$ cat src/rtl/tod_pkg.sv
package tod_pkg;

  localparam int DIGITS = 6;
  localparam int SEG_W  = 7;

  typedef logic [3:0] bcd_t;

  // Packed so that hr_t occupies bits 23:20 and sc_u bits 3:0.
  typedef struct packed {
    bcd_t hr_t;
    bcd_t hr_u;
    bcd_t mn_t;
    bcd_t mn_u;
    bcd_t sc_t;
    bcd_t sc_u;
  } tod_t;

  // Active-high pattern, bit 0 = a ... bit 6 = g.
  function automatic logic [SEG_W-1:0] seg_encode(bcd_t d);
    logic [SEG_W-1:0] p;
    case (d)
      4'd0:    p = 7'h3F;
      4'd1:    p = 7'h06;
      4'd2:    p = 7'h5B;
      4'd3:    p = 7'h4F;
      4'd4:    p = 7'h66;
      4'd5:    p = 7'h6D;
      4'd6:    p = 7'h7D;
      4'd7:    p = 7'h07;
      4'd8:    p = 7'h7F;
      4'd9:    p = 7'h6F;
      default: p = 7'h00;
    endcase
    return p;
  endfunction

  // Increment one decimal digit that wraps after 'top'; 'wrap' flags the carry.
  function automatic bcd_t bcd_inc(bcd_t d, bcd_t top, output logic wrap);
    if (d >= top) begin
      wrap = 1'b1;
      return 4'd0;
    end
    wrap = 1'b0;
    return d + 4'd1;
  endfunction

  // One-second advance of the whole time of day, 24-hour wrap.
  function automatic tod_t tod_advance(tod_t t);
    tod_t n;
    logic c;
    n = t;
    c = 1'b0;
    n.sc_u = bcd_inc(t.sc_u, 4'd9, c);
    if (c) n.sc_t = bcd_inc(t.sc_t, 4'd5, c);
    if (c) n.mn_u = bcd_inc(t.mn_u, 4'd9, c);
    if (c) n.mn_t = bcd_inc(t.mn_t, 4'd5, c);
    if (c) begin
      if (t.hr_t == 4'd2 && t.hr_u == 4'd3) begin
        n.hr_t = 4'd0;
        n.hr_u = 4'd0;
      end else begin
        n.hr_u = bcd_inc(t.hr_u, 4'd9, c);
        if (c) n.hr_t = t.hr_t + 4'd1;
      end
    end
    return n;
  endfunction

  // Digit picked by scan index: 0 = tens of hours ... 5 = units of seconds.
  function automatic bcd_t tod_digit(tod_t t, int unsigned idx);
    logic [4*DIGITS-1:0] flat;
    flat = t;
    return flat[4*DIGITS-1-4*idx -: 4];
  endfunction

endpackage

$ cat src/rtl/tod_edge_sync.sv
module tod_edge_sync #(
  parameter int STAGES = 2
) (
  input  logic clk,
  input  logic rst,
  input  logic din,
  output logic rise
);

  logic [STAGES-1:0] chain;
  logic              held;

  generate
    if (STAGES == 1) begin : g_single
      always_ff @(posedge clk) begin
        if (rst) chain <= '0;
        else     chain <= din;
      end
    end else begin : g_chain
      always_ff @(posedge clk) begin
        if (rst) chain <= '0;
        else     chain <= {chain[STAGES-2:0], din};
      end
    end
  endgenerate

  always_ff @(posedge clk) begin
    if (rst) held <= 1'b0;
    else     held <= chain[STAGES-1];
  end

  assign rise = chain[STAGES-1] & ~held;

endmodule

$ cat src/rtl/tod_prescaler.sv
module tod_prescaler #(
  parameter int DIV = 50
) (
  input  logic clk,
  input  logic rst,
  input  logic tick,
  input  logic clear,
  output logic sec_pulse,
  output logic pps_q
);

  localparam int CW = (DIV > 1) ? $clog2(DIV) : 1;
  localparam logic [CW-1:0] LAST = CW'(DIV - 1);

  logic [CW-1:0] phase;

  assign sec_pulse = tick & ~clear & (phase == LAST);

  always_ff @(posedge clk) begin
    if (rst) begin
      phase <= '0;
      pps_q <= 1'b0;
    end else begin
      pps_q <= sec_pulse;
      if (clear || sec_pulse) phase <= '0;
      else if (tick)          phase <= phase + 1'b1;
    end
  end

endmodule

$ cat src/rtl/tod_time_counter.sv
module tod_time_counter
  import tod_pkg::*;
(
  input  logic clk,
  input  logic rst,
  input  logic load,
  input  tod_t load_val,
  input  logic step,
  output tod_t time_q
);

  always_ff @(posedge clk) begin
    if (rst)       time_q <= '0;
    else if (load) time_q <= load_val;
    else if (step) time_q <= tod_advance(time_q);
  end

endmodule

$ cat src/rtl/tod_scan.sv
module tod_scan
  import tod_pkg::*;
#(
  parameter int NDIG     = DIGITS,
  parameter int SCAN_DIV = 1000
) (
  input  logic             clk,
  input  logic             rst,
  input  tod_t             time_now,
  output logic [NDIG-1:0]  dig_en,
  output logic [SEG_W-1:0] seg
);

  localparam int DW = (SCAN_DIV > 1) ? $clog2(SCAN_DIV) : 1;
  localparam int IW = (NDIG > 1) ? $clog2(NDIG) : 1;
  localparam logic [DW-1:0] DIV_LAST = DW'(SCAN_DIV - 1);
  localparam logic [IW-1:0] IDX_LAST = IW'(NDIG - 1);

  logic [DW-1:0]   div_cnt;
  logic [IW-1:0]   idx;
  logic            scan_step;
  logic [NDIG-1:0] en_next;

  assign scan_step = (div_cnt == DIV_LAST);

  always_comb begin
    en_next      = '0;
    en_next[idx] = 1'b1;
  end

  always_ff @(posedge clk) begin
    if (rst) begin
      div_cnt <= '0;
      idx     <= '0;
    end else begin
      div_cnt <= scan_step ? '0 : div_cnt + 1'b1;
      if (scan_step) idx <= (idx == IDX_LAST) ? '0 : idx + 1'b1;
    end
  end

  // Enable and pattern are registered together so they always match.
  always_ff @(posedge clk) begin
    if (rst) begin
      dig_en <= '0;
      seg    <= '0;
    end else begin
      dig_en <= en_next;
      seg    <= seg_encode(tod_digit(time_now, idx));
    end
  end

endmodule

$ cat src/rtl/tod_display_clock.sv
module tod_display_clock
  import tod_pkg::*;
#(
  parameter int TICKS_PER_SEC = 50,
  parameter int SCAN_DIV      = 1000,
  parameter int SYNC_STAGES   = 2
) (
  input  logic                clk,
  input  logic                rst,
  input  logic                tick_in,
  input  logic                sync_in,
  input  logic                load_valid,
  input  logic [4*DIGITS-1:0] load_time,
  output logic                pps_out,
  output logic [DIGITS-1:0]   dig_en,
  output logic [SEG_W-1:0]    seg
);

  // Named internal events, observed by the bound checker.
  logic tick_evt;
  logic sync_evt;
  logic prescale_clr;
  logic sec_pulse;
  tod_t time_now;

  tod_edge_sync #(.STAGES(SYNC_STAGES)) u_tick_sync (
    .clk (clk), .rst (rst), .din (tick_in), .rise (tick_evt)
  );

  tod_edge_sync #(.STAGES(SYNC_STAGES)) u_ref_sync (
    .clk (clk), .rst (rst), .din (sync_in), .rise (sync_evt)
  );

  assign prescale_clr = sync_evt | load_valid;

  tod_prescaler #(.DIV(TICKS_PER_SEC)) u_prescale (
    .clk       (clk),
    .rst       (rst),
    .tick      (tick_evt),
    .clear     (prescale_clr),
    .sec_pulse (sec_pulse),
    .pps_q     (pps_out)
  );

  tod_time_counter u_time (
    .clk      (clk),
    .rst      (rst),
    .load     (load_valid),
    .load_val (tod_t'(load_time)),
    .step     (sec_pulse),
    .time_q   (time_now)
  );

  tod_scan #(.NDIG(DIGITS), .SCAN_DIV(SCAN_DIV)) u_scan (
    .clk      (clk),
    .rst      (rst),
    .time_now (time_now),
    .dig_en   (dig_en),
    .seg      (seg)
  );

endmodule

$ cat config.mk
export PLATFORM = sky130hd
export DESIGN_NAME = tod_display_clock
export DESIGN_NICKNAME = d
export VERILOG_FILES = /design/src/rtl/tod_pkg.sv /design/src/rtl/tod_edge_sync.sv /design/src/rtl/tod_prescaler.sv /design/src/rtl/tod_time_counter.sv /design/src/rtl/tod_scan.sv /design/src/rtl/tod_display_clock.sv
export SDC_FILE = /design/constraint.sdc
export NUM_CORES = 1
export LEC_CHECK = 0
export ABC_AREA = 1
export BUFFER_PORTS_ARGS = -buffer_cell sky130_fd_sc_hd__buf_2
export CAP_MARGIN = 20
export CORE_ASPECT_RATIO = 1.75
export CORE_MARGIN = 1
export CORE_UTILIZATION = 59
export CTS_CLUSTER_SIZE = 12
export DETAILED_ROUTE_END_ITERATION = 8
export GPL_TIMING_DRIVEN = 1
export PLACE_DENSITY = 0.8
export SLEW_MARGIN = 20
export SYNTH_ARGS = -nofsm -noshare
export SYNTH_HDL_FRONTEND = slang
export SYNTH_HIERARCHICAL = 1
export SYNTH_SLANG_ARGS = --single-unit
$ cat constraint.sdc
create_clock -name clk -period 3.15 [get_ports clk]
set_clock_uncertainty 0.05 [all_clocks]
set_input_delay 0.1575 -clock clk [delete_from_list [all_inputs] [get_ports clk]]
set_output_delay 0.1575 -clock clk [all_outputs]
set_load 0.01 [all_outputs]
==> results.json <==
{
  "status": "complete, no violations",
  "worstHoldPathType": "input port to flip-flop",
  "setup_violations": 0,
  "hold_path_end": "u_time/time_q[6]",
  "place.gp.congestion": 0.858,
  "r2r_slack_ps": 610,
  "path_clk_slew_ps": 70,
  "drtAntennaViolNets": 0,
  "grt_remaining_overflow": 0,
  "via_count": 3339,
  "cp-start-kind": "flip-flop",
  "vias_per_cell": 5.13,
  "period_share_pct": 80.6,
  "cts_tree": "done",
  "setup_tns_ps": 0,
  "nFillCells": 519,
  "synth.most_common_cell": "nand2_1",
  "p_comb_share_pct": 10.2,
  "worst_slew_pin_slew_ps": 607,
  "cellPowerDensity_mw_per_mm2": 433,
  "cp.arrival_ps": 2760,
  "seqPwrFrac_pct": 46.8,
  "area_delta_synth_final_pct": 13.4,
  "cp-end-kind": "flip-flop",
  "grt_pass1_vias": 3229,
  "r2r-start": "u_scan/idx[1]",
  "root_buffer": "clkbuf_8",
  "drive_above_1_share_pct": 17.8,
  "p_sw_share_pct": 24.0,
  "synthTopCellsByCount": "111 x nand2_1, 72 x inv_1, 63 x dfxtp_1, 58 x nor2_1",
  "fin_cells": 651,
  "core_mm2": 0.00597,
  "p_leak_nw": 1.91,
  "finalCriticalPeriod_ps": 2540,
  "rsz0062_at_grt": "no",
  "antenna_found_initial": 0,
  "clkSinkCount": 63,
  "portBuffers": 42,
  "netSwitchingPower_mw": 0.437,
  "grt_pass1_wl_um": 13200,
  "syn_avg_cell_area_um2": 7.14,
  "insertedDiodeCount": 0,
  "wl_per_cell_um": 11.9,
  "drt_iter0_drc": 133,
  "dp.cells": 633,
  "fmax_mhz": 394,
  "r2r_cells": 10,
  "die_w_um": 62.0,
  "cts_buffer_depth": 2,
  "drv_slew": 0,
  "synth_edf_count": 0,
  "clock_power_share_pct": 43.0,
  "synth-seq-cells": 63,
  "nets": 627,
  "cts_made_buffers": 9,
  "dp_slack_ps": 651,
  "synth_cell_types": 34,
  "slew_headroom_pct": 59.5,
  "setup_slack_ps": 610,
  "initial_core_util_pct": 62.2,
  "dp_hpwl_um": 5660,
  "synth.area.top_cells": "dfxtp_1 34%, nand2_1 11%, ha_1 10%, inv_1 7.3%, nor2_1 5.9%",
  "required_ps": 3370,
  "finalHoldViolCount": 0,
  "post-cts-setup-buffers": 0,
  "fp-row-count": 37,
  "power.internal_mw": 1.39,
  "drtPass1Iterations": 4,
  "ys_warn_count": 6,
  "die_height_um": 107,
  "grt_max_degree": 29,
  "irDropWorstVdd_mv": 0.267,
  "yosys.area.top_type": "dfxtp_1",
  "h-tree-depth": 3,
  "clk_latency_ps": 340,
  "ios": 43,
  "whs_ps": 20.2,
  "syn_nets": 579,
  "drt-total-wl_um": 7720,
  "synth_top_area_share_pct": 34.0,
  "async_flop_share_pct": 0,
  "synth-main-ff-cell": "dfxtp_1",
  "synth_cells": 520,
  "synthesis.area_mm2": 0.00371,
  "ys_seq_area_share_pct": 34.0,
  "crit_fanout": 11,
  "hold_start": "load_time[6]",
  "track_usage_pct": 26.4,
  "path_class": "flip-flop to flip-flop",
  "drc": 0,
  "cap_violations": 0,
  "r2r-end": "u_scan/seg[3]",
  "holdPathStages": 3,
  "dieArea_mm2": 0.00663
}
==> critical path: stages, from the launching register on <==
cell     delay (ps)
dfxtp_1         490
inv_2           180
ha_1            390
inv_1           200
a21oi_1         100
o21ai_1         260
inv_1           140
ha_1            320
o21ai_1         180
nor2_1           60
nor2_1          110
==> cell families after synthesis <==
kind of cell	after synthesis	share of synthesized area, %
and+or+nand+nor	250	31.6
xor gates and xnor gates	12	2.83
AOI/OAI and AO/OA	78	11.8
DFF	63	34.0
buffers and inverters	87	9.70
adders and majority gates	30	10.1
==> per-stage QoR <==
step	util [%]	total power, mW	area (um^2)
final	70.5	1.82	4210
after global routing	70.5	1.90	4210
after CTS	70.5	1.84	4210
after detailed placement	66.4	1.05	3970
after global placement	66.4	1.05	3970
after floorplan	-	0.993	3710
==> metal layers <==
layer  global-route usage [%]  share of wire (%)
met2                     48.0                 55
met4                     13.5                1.9
met3                     5.67                2.9
met1                     26.0                 40
met5                        0                  0
==> timing repair <==
item                                   CTS  global route
hold buffers                             2             0
endpoints found under the hold margin    2             0
gates resized for setup                  0             0
==> state kept, by name, summed over array words and instances (netlist names) <==
register,count
u_scan/seg,7
u_scan/dig_en,6
u_prescale/pps_q,1
u_tick_sync/chain,2
u_ref_sync/held,1
u_scan/div_cnt,10
u_scan/idx,3
u_prescale/phase,6
u_tick_sync/held,1
u_time/time_q,24
u_ref_sync/chain,2
==> cells in the final DEF, fill, tap and decap left out, types with 7 or more instances in the layout <==
cell type,instances
a21oi_1,26
buf_2,42
clkbuf_8,11
dfxtp_1,63
ha_1,30
inv_1,72
nand2_1,111
nand2_2,12
nand3_1,30
nor2_1,58
nor2_2,7
nor3_1,12
o21ai_0,25
o21ai_1,13
==> how the worst max path moves through the flow <==
| stage | start | to | slack (ps) |
|---|---|---|---|
| floorplan | u_scan/idx[1] | u_scan/seg[1] | 960 |
| global placement | u_scan/idx[1] | u_scan/seg[1] | 770 |
| detailed placement | u_scan/idx[1] | u_scan/seg[3] | 650 |
| CTS | u_scan/idx[1] | u_scan/seg[3] | 630 |
| global route | u_scan/idx[1] | u_scan/seg[5] | 350 |
| finish | u_scan/idx[1] | u_scan/seg[3] | 610 |
==> power by group through the flow <==
stage               combinational (mW)  clock, mW  sequential [mW]
CTS                              0.185      0.799            0.853
global placement                 0.177          0            0.870
finish                           0.185      0.784            0.854
global route                     0.214      0.830            0.857
floorplan                        0.127          0            0.866
detailed placement               0.181          0            0.871
==> area by class of cell <==
| type | instances | area, um^2 | share of cell area [%] |
|---|---|---|---|
| repair buffers | 45 | 238 | 5.64 |
| clock buffers | 13 | 159 | 3.77 |
| multi-input cells | 370 | 2090 | 49.7 |
| flip-flops and latches | 63 | 1260 | 29.9 |
| clock inverters | 3 | 65.1 | 1.54 |
| well taps | 78 | 97.6 | 2.32 |
| inverters | 79 | 299 | 7.10 |
Power figures use the tool's default switching activity.
